==> config.mk <==
export PLATFORM = sky130hd
export DESIGN_NAME = msh_file
export DESIGN_NICKNAME = d
export VERILOG_FILES = /design/src/rtl/msh_pkg.sv /design/src/rtl/msh_match.sv /design/src/rtl/msh_free.sv /design/src/rtl/msh_drain.sv /design/src/rtl/msh_regstate.sv /design/src/rtl/msh_file.sv
export SDC_FILE = /design/constraint.sdc
export NUM_CORES = 1
export LEC_CHECK = 0
export ABC_AREA = 1
export BUFFER_PORTS_ARGS = -buffer_cell sky130_fd_sc_hd__buf_2
export CAP_MARGIN = 20
export CORE_MARGIN = 1
export CORE_UTILIZATION = 54
export CTS_BUF_LIST = sky130_fd_sc_hd__clkbuf_8 sky130_fd_sc_hd__clkbuf_16
export DETAILED_ROUTE_END_ITERATION = 8
export PLACE_DENSITY = 0.76
export REMOVE_ABC_BUFFERS = 1
export SLEW_MARGIN = 20
export SYNTH_ARGS = -nofsm -noshare
export SYNTH_HDL_FRONTEND = slang
export SYNTH_SLANG_ARGS = --single-unit
==> constraint.sdc <==
create_clock -name clk -period 10.35 [get_ports clk]
set_input_delay 2.07 -clock clk [delete_from_list [all_inputs] [get_ports clk]]
set_output_delay 2.07 -clock clk [all_outputs]
set_load 0.1 [all_outputs]
==> src/rtl/msh_pkg.sv <==
package msh_pkg;
  typedef enum logic {
    DRN_IDLE = 1'b0,
    DRN_RUN  = 1'b1
  } drn_state_e;
endpackage

==> src/rtl/msh_match.sv <==
module msh_match #(
  parameter int N_ENT  = 4,
  parameter int LINE_W = 28,
  parameter int ENT_W  = 2
) (
  input  logic [N_ENT-1:0]        ent_valid,
  input  logic [N_ENT*LINE_W-1:0] ent_lines,
  input  logic [LINE_W-1:0]       probe,
  output logic                    hit,
  output logic [ENT_W-1:0]        hit_idx
);
  logic [N_ENT-1:0] match_vec;

  for (genvar g = 0; g < N_ENT; g++) begin : g_cmp
    assign match_vec[g] = ent_valid[g] && (ent_lines[g*LINE_W +: LINE_W] == probe);
  end

  always_comb begin
    hit     = |match_vec;
    hit_idx = '0;
    for (int i = N_ENT-1; i >= 0; i--) begin
      if (match_vec[i]) hit_idx = ENT_W'(i);
    end
  end
endmodule

==> src/rtl/msh_free.sv <==
module msh_free #(
  parameter int N_ENT = 4,
  parameter int ENT_W = 2
) (
  input  logic [N_ENT-1:0] ent_valid,
  output logic             has_free,
  output logic [ENT_W-1:0] free_idx
);
  always_comb begin
    has_free = ~&ent_valid;
    free_idx = '0;
    for (int i = N_ENT-1; i >= 0; i--) begin
      if (!ent_valid[i]) free_idx = ENT_W'(i);
    end
  end
endmodule

==> src/rtl/msh_drain.sv <==
module msh_drain
  import msh_pkg::*;
#(
  parameter int N_WORD = 4,
  parameter int REG_W  = 5,
  parameter int DATA_W = 32,
  parameter int ENT_W  = 2,
  parameter int OFS_W  = 2
) (
  input  logic                     clk,
  input  logic                     rst_n,
  input  logic                     start_en,
  input  logic [ENT_W-1:0]         start_ent,
  input  logic [N_WORD-1:0]        start_mask,
  input  logic [N_WORD*REG_W-1:0]  start_dests,
  input  logic [N_WORD*DATA_W-1:0] start_data,
  output logic                     busy,
  output logic [ENT_W-1:0]         cur_ent,
  output logic                     wr_valid,
  output logic [REG_W-1:0]         wr_reg,
  output logic [DATA_W-1:0]        wr_data,
  output logic                     last
);
  drn_state_e                state_q, state_d;
  logic [N_WORD-1:0]         mask_q, mask_d, mask_after;
  logic [ENT_W-1:0]          ent_q;
  logic [N_WORD*REG_W-1:0]   dests_q;
  logic [N_WORD*DATA_W-1:0]  data_q;
  logic [REG_W-1:0]          dest_arr [N_WORD];
  logic [DATA_W-1:0]         data_arr [N_WORD];
  logic [OFS_W-1:0]          slot;
  logic                      load_en;
  logic                      ctl_en;

  for (genvar w = 0; w < N_WORD; w++) begin : g_unpack
    assign dest_arr[w] = dests_q[w*REG_W +: REG_W];
    assign data_arr[w] = data_q[w*DATA_W +: DATA_W];
  end

  always_comb begin
    slot = '0;
    for (int w = N_WORD-1; w >= 0; w--) begin
      if (mask_q[w]) slot = OFS_W'(w);
    end
  end

  assign busy       = (state_q == DRN_RUN);
  assign cur_ent    = ent_q;
  assign wr_valid   = busy;
  assign wr_reg     = dest_arr[slot];
  assign wr_data    = data_arr[slot];
  assign mask_after = mask_q & ~(N_WORD'(1) << slot);
  assign last       = busy && (mask_after == '0);
  assign load_en    = !busy && start_en;
  assign ctl_en     = busy || load_en;

  always_comb begin
    state_d = state_q;
    mask_d  = mask_q;
    if (busy) begin
      mask_d = mask_after;
      if (last) state_d = DRN_IDLE;
    end else if (start_en) begin
      mask_d  = start_mask;
      state_d = DRN_RUN;
    end
  end

  always_ff @(posedge clk or negedge rst_n) begin
    if (!rst_n) begin
      state_q <= DRN_IDLE;
      mask_q  <= '0;
    end else if (ctl_en) begin
      state_q <= state_d;
      mask_q  <= mask_d;
    end
  end

  always_ff @(posedge clk) begin
    if (load_en) begin
      ent_q   <= start_ent;
      dests_q <= start_dests;
      data_q  <= start_data;
    end
  end
endmodule

==> src/rtl/msh_regstate.sv <==
module msh_regstate #(
  parameter int N_REG = 32,
  parameter int REG_W = 5
) (
  input  logic             clk,
  input  logic             rst_n,
  input  logic             set_en,
  input  logic [REG_W-1:0] set_idx,
  input  logic             clr_en,
  input  logic [REG_W-1:0] clr_idx,
  output logic [N_REG-1:0] empty
);
  logic [N_REG-1:0] empty_q, empty_d;
  logic             upd_en;

  assign upd_en = set_en || clr_en;
  assign empty  = empty_q;

  always_comb begin
    empty_d = empty_q;
    if (clr_en) empty_d[clr_idx] = 1'b0;
    if (set_en) empty_d[set_idx] = 1'b1;
  end

  always_ff @(posedge clk or negedge rst_n) begin
    if (!rst_n) begin
      empty_q <= '0;
    end else if (upd_en) begin
      empty_q <= empty_d;
    end
  end
endmodule

==> src/rtl/msh_file.sv <==
module msh_file #(
  parameter int N_ENT  = 4,
  parameter int N_REG  = 32,
  parameter int N_WORD = 4,
  parameter int LINE_W = 28,
  parameter int DATA_W = 32,
  localparam int ENT_W   = $clog2(N_ENT),
  localparam int REG_W   = $clog2(N_REG),
  localparam int OFS_W   = $clog2(N_WORD),
  localparam int LDATA_W = N_WORD*DATA_W
) (
  input  logic               clk,
  input  logic               rst_n,
  input  logic               miss_valid,
  input  logic [LINE_W-1:0]  miss_line,
  input  logic [OFS_W-1:0]   miss_word,
  input  logic [REG_W-1:0]   miss_dest,
  output logic               miss_stall,
  output logic               mem_req_valid,
  output logic [LINE_W-1:0]  mem_req_line,
  input  logic               fill_valid,
  input  logic [LINE_W-1:0]  fill_line,
  input  logic [LDATA_W-1:0] fill_data,
  output logic               fill_ready,
  output logic               wb_valid,
  output logic [REG_W-1:0]   wb_reg,
  output logic [DATA_W-1:0]  wb_data,
  output logic [N_REG-1:0]   reg_empty
);
  // entry storage
  logic [N_ENT-1:0]        ent_valid_q, valid_d;
  logic [N_WORD-1:0]       ent_wait_q [N_ENT];
  logic [N_WORD-1:0]       wait_d     [N_ENT];
  logic [LINE_W-1:0]       ent_line_q [N_ENT];
  logic [REG_W-1:0]        ent_dest_q [N_ENT][N_WORD];
  logic [N_ENT*LINE_W-1:0] ent_line_flat;

  // lookup results
  logic             m_hit, f_hit, has_free;
  logic [ENT_W-1:0] m_idx, f_idx, free_idx, tgt_idx;

  // drain engine
  logic                    drn_busy, drn_last, drn_wr;
  logic [ENT_W-1:0]        drn_ent;
  logic [N_WORD*REG_W-1:0] fill_dests;

  // control
  logic fill_take, draining_hit, capture_hit, slot_taken, dest_pending;
  logic miss_take, alloc, ctl_en;

  for (genvar e = 0; e < N_ENT; e++) begin : g_flat
    assign ent_line_flat[e*LINE_W +: LINE_W] = ent_line_q[e];
  end

  msh_match #(.N_ENT(N_ENT), .LINE_W(LINE_W), .ENT_W(ENT_W)) u_miss_match (
    .ent_valid (ent_valid_q),
    .ent_lines (ent_line_flat),
    .probe     (miss_line),
    .hit       (m_hit),
    .hit_idx   (m_idx)
  );

  msh_match #(.N_ENT(N_ENT), .LINE_W(LINE_W), .ENT_W(ENT_W)) u_fill_match (
    .ent_valid (ent_valid_q),
    .ent_lines (ent_line_flat),
    .probe     (fill_line),
    .hit       (f_hit),
    .hit_idx   (f_idx)
  );

  msh_free #(.N_ENT(N_ENT), .ENT_W(ENT_W)) u_free (
    .ent_valid (ent_valid_q),
    .has_free  (has_free),
    .free_idx  (free_idx)
  );

  for (genvar w = 0; w < N_WORD; w++) begin : g_fdest
    assign fill_dests[w*REG_W +: REG_W] = ent_dest_q[f_idx][w];
  end

  assign fill_take  = fill_valid && !drn_busy && f_hit;
  assign fill_ready = !drn_busy;

  msh_drain #(
    .N_WORD(N_WORD), .REG_W(REG_W), .DATA_W(DATA_W), .ENT_W(ENT_W), .OFS_W(OFS_W)
  ) u_drain (
    .clk         (clk),
    .rst_n       (rst_n),
    .start_en    (fill_take),
    .start_ent   (f_idx),
    .start_mask  (ent_wait_q[f_idx]),
    .start_dests (fill_dests),
    .start_data  (fill_data),
    .busy        (drn_busy),
    .cur_ent     (drn_ent),
    .wr_valid    (drn_wr),
    .wr_reg      (wb_reg),
    .wr_data     (wb_data),
    .last        (drn_last)
  );

  assign wb_valid = drn_wr;

  // miss acceptance
  assign draining_hit = drn_busy && (drn_ent == m_idx);
  assign capture_hit  = fill_take && (f_idx == m_idx);
  assign slot_taken   = ent_wait_q[m_idx][miss_word];
  assign dest_pending = reg_empty[miss_dest];

  always_comb begin
    miss_stall = 1'b0;
    if (miss_valid) begin
      if (dest_pending)  miss_stall = 1'b1;
      else if (m_hit)    miss_stall = draining_hit || capture_hit || slot_taken;
      else               miss_stall = !has_free;
    end
  end

  assign miss_take     = miss_valid && !miss_stall;
  assign alloc         = miss_take && !m_hit;
  assign tgt_idx       = m_hit ? m_idx : free_idx;
  assign mem_req_valid = alloc;
  assign mem_req_line  = miss_line;

  msh_regstate #(.N_REG(N_REG), .REG_W(REG_W)) u_regs (
    .clk     (clk),
    .rst_n   (rst_n),
    .set_en  (miss_take),
    .set_idx (miss_dest),
    .clr_en  (drn_wr),
    .clr_idx (wb_reg),
    .empty   (reg_empty)
  );

  // entry next state
  assign ctl_en = drn_last || miss_take;

  always_comb begin
    valid_d = ent_valid_q;
    for (int e = 0; e < N_ENT; e++) wait_d[e] = ent_wait_q[e];
    if (drn_last) begin
      valid_d[drn_ent] = 1'b0;
      wait_d[drn_ent]  = '0;
    end
    if (miss_take) begin
      if (!m_hit) begin
        valid_d[free_idx] = 1'b1;
        wait_d[free_idx]  = '0;
      end
      wait_d[tgt_idx][miss_word] = 1'b1;
    end
  end

  always_ff @(posedge clk or negedge rst_n) begin
    if (!rst_n) begin
      ent_valid_q <= '0;
      for (int e = 0; e < N_ENT; e++) ent_wait_q[e] <= '0;
    end else if (ctl_en) begin
      ent_valid_q <= valid_d;
      for (int e = 0; e < N_ENT; e++) ent_wait_q[e] <= wait_d[e];
    end
  end

  for (genvar e = 0; e < N_ENT; e++) begin : g_ent
    logic line_we;
    assign line_we = alloc && (free_idx == ENT_W'(e));
    always_ff @(posedge clk) begin
      if (line_we) ent_line_q[e] <= miss_line;
    end
    for (genvar w = 0; w < N_WORD; w++) begin : g_slot
      logic dest_we;
      assign dest_we = miss_take && (tgt_idx == ENT_W'(e)) && (miss_word == OFS_W'(w));
      always_ff @(posedge clk) begin
        if (dest_we) ent_dest_q[e][w] <= miss_dest;
      end
    end
  end
endmodule

* Word-level counts from Yosys, hierarchy flattened
Memory sizes are Yosys's and may differ from the RTL's. A register that Yosys moved wholly into a read port is not among the register bits. Index checks and enable logic that the tools add are counted. Widths: inputs -> output; s select.
Storage, ports and cells: flip-flop bits (word level) 187, RAM bits 192, output and inout bits 101, word-level logic and storage cells 265, memories 2
Cells by class: order comparisons 19, equal/unequal tests 19, shift-type cells 1, muxes and demuxes 124, bitwise operators 19, reduce and logical (&&, ||, !) cells 71
Memory list:
- ent_line_q | depth 4, bits a word 28, rd ports 4, clocked after Yosys merged registers in 0, write ports 1, line msh_file.sv:34 | logic [LINE_W-1:0] ent_line_q [N_ENT];
- ent_dest_q | depth 4, bits a word 20, rd ports 1, clocked after Yosys merged registers in 1, write ports 1, line msh_file.sv:35 | logic [REG_W-1:0] ent_dest_q [N_ENT][N_WORD];
Operators with widths (number):
- $eq 28x28->1 | 8
- $mux 32 | 4
- $mux 28 | 3
- $reduce_or 28->1 | 3
- $bmux 32 s2 | 1
- $mux 16 | 4
- $mux 20 | 3
- $mux 4 | 15
- $reduce_or 20->1 | 3
- $mux 1 | 56
- $logic_and 1x1->1 | 48
- $mux 2 | 23
- $and 16x16->16 | 2
- $and 32x32->32 | 1
- $not 16->16 | 2
- $not 32->32 | 1
- $or 32x32->32 | 1
- $demux 4 s2 | 3
- $ge 3x3->1 const B | 6
- $not 2->3 | 6
- $bmux 4 s2 | 2
- $or 16x16->16 | 1
- $eq 2x2->1 const B | 6
- $lt 5x6->1 const B | 2
- 24 further kinds | 49

* Longest topological paths before layout
An unclocked memory read counts as a cell.
depth after elaboration 27, mapped depth 26

* Modules after synthesis
Synthesis repeated with hierarchy kept, for this count alone.
Second synthesis, totals: cell total of the unflattened synthesis 2436, area total of the unflattened synthesis 20742.4 sq um
Modules (own cells, without submodules):
- msh_file | instances 1, cells each 738, area an instance 8759.7 sq um, seq. area each 6266.0 sq um
- msh_drain | instances 1, cells each 590, area an instance 6592.6 sq um, seq. area each 4629.4 sq um
- msh_match | instances 2, cells each 467, area an instance 1958.1 sq um, seq. area each 0.0 sq um
- msh_regstate | instances 1, cells each 165, area an instance 1437.6 sq um, seq. area each 800.8 sq um
- msh_free | instances 1, cells each 9, area an instance 36.3 sq um, seq. area each 0.0 sq um

* Least setup slack after synthesis
OpenSTA, ideal clock, no wires.
kind input-to-output, start point input fill_line[13], end point output miss_stall, arrival time 5869 ps, data required time 8280 ps, slack 2411 ps, stages on the path 22, buffers on the path 2, path through buf_2 > inv_1 > nand2_1 > nand2_1 > nor2_1 > nand3_1 > nor2_1 > nand2_1 > nor2_1 > nand2_1 > nand2_1 > nand2_2 > inv_2 > nand2_1 > nand2_1 > nand2_1 > nand2_1 > nor2_1 > nand2_1 > nand2_2 > buf_2 > a21boi_0
Between the ends: longest elaborated chain between the ends 13, elaborated cells between the ends (all ways) 21, those cells by class eq/ne (5); mux (7); reduce/logical (9)
Ends and longest elaborated chain:
- start: declaration | line msh_file.sv:22 | input logic [LINE_W-1:0] fill_line,
- $eq 28x28->1 | line msh_match.sv:15 | assign match_vec[g] = ent_valid[g] && (ent_lines[g*LINE_W +: LINE_W] == probe);
- $logic_and 1x1->1 | line msh_match.sv:15
- $mux 2 (4 in series) | line msh_match.sv:22 | if (match_vec[i]) hit_idx = ENT_W'(i);
- $eq 2x2->1 | line msh_file.sv:106 | assign capture_hit = fill_take && (f_idx == m_idx);
- $logic_and 1x1->1 * | line msh_file.sv:106
- $logic_or 1x1->1 * (2 in series) | line msh_file.sv:114 | else if (m_hit) miss_stall = draining_hit || capture_hit || slot_taken;
- $mux 1 * | line msh_file.sv:114
- $mux 1 * | line msh_file.sv:113 | if (dest_pending) miss_stall = 1'b1;
- $mux 1 * | line msh_file.sv:112 | if (miss_valid) begin
- end: declaration | line msh_file.sv:18 | output logic miss_stall,
Mark *: on every way between the ends. The rest lies on a longest branch, timed or not.

* Worst setup path in the final report
start point input fill_line[0], end point output mem_req_valid
Between the ends: longest elaborated chain between the ends 16, elaborated cells between the ends (all ways) 24, those cells by class eq/ne (5); mux (7); reduce/logical (12)
Ends and longest elaborated chain:
- $eq 28x28->1 | line msh_match.sv:15
- $logic_and 1x1->1 | line msh_match.sv:15
- $mux 2 (4 in series) | line msh_match.sv:22
- $eq 2x2->1 | line msh_file.sv:106
- $logic_and 1x1->1 * | line msh_file.sv:106
- $logic_or 1x1->1 * (2 in series) | line msh_file.sv:114
- $mux 1 * | line msh_file.sv:114
- $mux 1 * | line msh_file.sv:113
- $mux 1 * | line msh_file.sv:112
- $logic_not 1->1 * | line msh_file.sv:119 | assign miss_take = miss_valid && !miss_stall;
- $logic_and 1x1->1 * | line msh_file.sv:119
- $logic_and 1x1->1 * | line msh_file.sv:120 | assign alloc = miss_take && !m_hit;
- end: declaration | line msh_file.sv:19 | output logic mem_req_valid,
Marked as above.

==> results by group <==
Status
  – Status: finished, final reports clean

Power and ir drop
  – P per Cell Area: 156 mW/mm^2
  – Leak: 10.7 nW
  – Total design power: 3.79 mW
  – Maximum vdd drop: 0.000175 V

CTS
  – Total number of H-tree levels: 2
  – Total CTS buffers: 40
  – Sink Count: 399
  – TritonCTS clock tree: yes
  – Number of post-CTS setup repair buffers: 0
  – Cts hold-fix bufs: 0
  – Root buf cell: clkbuf_16
  – Worst-skew pair later-pin latency: 590 ps
  – Max Buffers Root-to-Sink: 3
  – Reg clk slew, reported paths: ~60 ps
  – Post_cts resized: 0

Hold path
  – WHS Path Cells: 2
  – WHS Endpoint: u_regs.empty[23]
  – Hold path startpoint: u_regs.empty[23]
  – Worst hold path type: flip-flop to flip-flop

Synth
  – Main area contributors after synthesis: edfxtp_1 48%, nand2_1 14%, dfrtp_1 6.7%
  – Synth Register Bits: 399
  – Post-synthesis cell type count: 40
  – Yosys warns: 0
  – Xor-xnor portion of the synthesized cell area: 0.0202
  – Cell taking the most area after synthesis: edfxtp_1
  – Synth Area in Compound Gates: 0.0733
  – Post-synthesis mux area share: 0
  – Main combinational cell family by area after synthesis: simple AND/OR/NAND/NOR gates
  – Post-Synth Simple-Gate Area: 0.282
  – Post-synthesis adder-cell area fraction: 0
  – Post-synthesis instance area: between 0.02 and 0.025 mm^2
  – Sequential fraction of the synthesis area: 0.550
  – Yosys top cell area share: 0.483
  – Avg Inst Size Synth: 8.33 um^2
  – Syn Inst Count: ~2600

Setup path
  – FF-to-FF End: ent_dest_q[3][18]
  – Critical path arrival: 6620 ps
  – CP Data Required Time: 8280 ps
  – Crit end category: primary output
  – Worst R2R Path Depth: 19
  – Crit-path max FO: 55
  – Critical path class: input port to primary output
  – Crit. Startpoint: fill_line[0]
  – Worst r2r src: ent_line_q[2][16]
  – Flop2flop setup slack: 4780 ps
  – CP Launch Type: input port

Timing
  – Min Tclk post-route: 8690 ps
  – Final period util: 0.840
  – Final Hold Vio Count: 0
  – Final hold slack: about 560 ps
  – Max Fclk: between 0.1 and 0.15 GHz
  – RSZ-0062 raised after global routing: no
  – Max-slew violation count: 0
  – TNS Setup: 0 ps
  – Worst-Margin Slew: 1100 ps
  – Worst setup margin: roughly 1700 ps
  – Final count of negative-setup-slack endpoints: 0
  – Relative slew slack: 0.258
  – Skew final: 24.7 ps

Drt
  – Drt pass-1 iters: 8
  – DRT iter0 DRCs: 3160
  – Wirelength per Cell: 26.9 um
  – Antenna viol nets, final: 0
  – Residual DRC count: 0
  – Post-Route WL: 90400 um
  – DR vias: 20753
  – Via density: 6.17

Job
  – Max-cap violations: 0

Layout
  – Commonest cells after routing, fill and taps aside: 785 x nand2_1, 354 x nor2_1, 342 x edfxtp_1
  – Fraction of layout cells with a size suffix above 1: 0.147
  – Final design utilization: 0.627
  – Synth-to-layout area growth: 14.1%
  – Layout Cells excl Fill: ~3400
  – Leading cell type in the layout, fill and taps excluded: nand2_1
  – Fill cell count: 3234
  – Total Nets Final: 3009
  – Post-route cell area: 0.0243 mm^2

Die
  – Die W: 200 um
  – Core area: ~0.039 mm^2
  – Initial Util: 0.549
  – FP Rows: 72
  – # IOs: 296
  – DIE HEIGHT: 200 um
  – Die Area: 0.0402 mm^2

GRT
  – Number of global-route vias before repair: 19437
  – Initial antenna violation count: 6
  – First-pass GRT wire length: between 100000 and 150000 um
  – Total track usage: 0.445
  – Largest net degree at the start of global routing: 82
  – Overflow left after global routing: 0

Place
  – Detailed Place HPWL: between 70000 and 80000 um
  – Post-DP Area: 0.0230 mm^2
  – Placed Instances: 3290
  – Post-place setup slack: 1790 ps
  – Routability cong.: between 1 and 1.5
  – PortBufs: ~300
==> metal layers <==
metal  part of all wire  vias up  GRT usage
li1                   -     8971          -
met1               0.37     9740      0.593
met2               0.42     1755      0.665
met3               0.15      285      0.130
met4              0.063        2      0.225
met5            0.00018        -          0
==> synth_stat cells <==
| master | instances |
|---|---|
| o311ai_0 | 2 |
| buf_1 | 5 |
| nor2_2 | 1 |
| a21oi_1 | 21 |
| dfrtp_1 | 57 |
| nand3_4 | 1 |
| a211oi_1 | 3 |
| nand4_1 | 67 |
| or4_1 | 3 |
| nor4b_1 | 1 |
| nand3_1 | 180 |
| nand2_2 | 12 |
| nor4_1 | 10 |
| inv_2 | 33 |
| o32ai_1 | 20 |
| o21ai_0 | 162 |
| nand2_1 | 785 |
| edfxtp_1 | 342 |
| clkinv_1 | 9 |
| inv_1 | 253 |
| nor2b_1 | 1 |
| nor3_1 | 23 |
| and2_1 | 4 |
| a22oi_1 | 7 |
| o2111ai_1 | 2 |
| a21boi_0 | 2 |
| xnor2_1 | 25 |
| xor2_1 | 24 |
| nor2_1 | 356 |
| o21ai_1 | 13 |
| clkinv_4 | 1 |
| nand2_4 | 2 |
| buf_4 | 29 |
| nand3b_1 | 4 |
| o22ai_1 | 5 |
| buf_6 | 2 |
| o211ai_1 | 33 |
| buf_2 | 14 |
| and3_1 | 1 |
| clkbuf_1 | 38 |
==> final cells by class <==
type	instances	area, um^2	share of cell area
Tap cell	518	648	0.0267
Clock inverter	28	183	0.00752
Clock buffer	42	1040	0.0428
Timing Repair Buffer	307	1570	0.0645
Multi-Input combinational cell	1770	8010	0.330
Sequential cell	399	11700	0.482
Antenna cell	5	12.5	0.000515
Inverter	296	1120	0.0462
==> where the power goes <==
part           switching (mW)  internal (mW)
registers              0.0466           1.80
clock network           0.645          0.735
logic                   0.420          0.143
total                    1.11           2.67
==> critical path, cell delays in order <==
cell and delay, ps:
buf_2 190, inv_2 70, nand2_1 190, and3_1 190, nand2_1 60, nor2_1 160, nand2_1 100, clkinv_1 50
nand2_1 80, nand2_1 80, nand2_1 70, nand2_2 740, inv_2 590, nand2_1 180, nand2_1 60, nand2_1 80
nand2_1 60, nor2_1 90, nand2_1 70, nand2_2 320, nand3_4 330, clkinv_4 220, nand2_1 70, inv_1 50
buf_2 410
==> worst max-delay path by stage <==
| stage | end | slack, ps | depth (start not counted) |
|---|---|---|---|
| 5_1_grt | mem_req_valid | 1270 | 22 |
| 6_report | mem_req_valid | 1660 | 25 |
| 3_5_place_dp | mem_req_valid | 1790 | 22 |
| 4_1_cts | mem_req_valid | 1780 | 22 |
| 3_3_place_gp | mem_req_valid | 1830 | 25 |
| 2_1_floorplan | miss_stall | 1860 | 20 |
==> registers in the layout, summed over array words and instances (netlist names) <==
name and cells:
ent_valid_q 4, ent_line_q 112, u_drain.mask_q 4, u_drain.dests_q 20, u_drain.data_q 128, u_drain.cur_ent 2
u_regs.empty 32, ent_wait_q 16, ent_dest_q 80, u_drain.busy 1
==> cells by family after synthesis <==
kind of cell	Yosys count
buffers and inverters	384
AO/OA/AOI/OAI	270
flip-flops	399
AND/OR/NAND/NOR	1451
XOR/XNOR	49
Note: power is estimated with default switching activity, not from simulation.
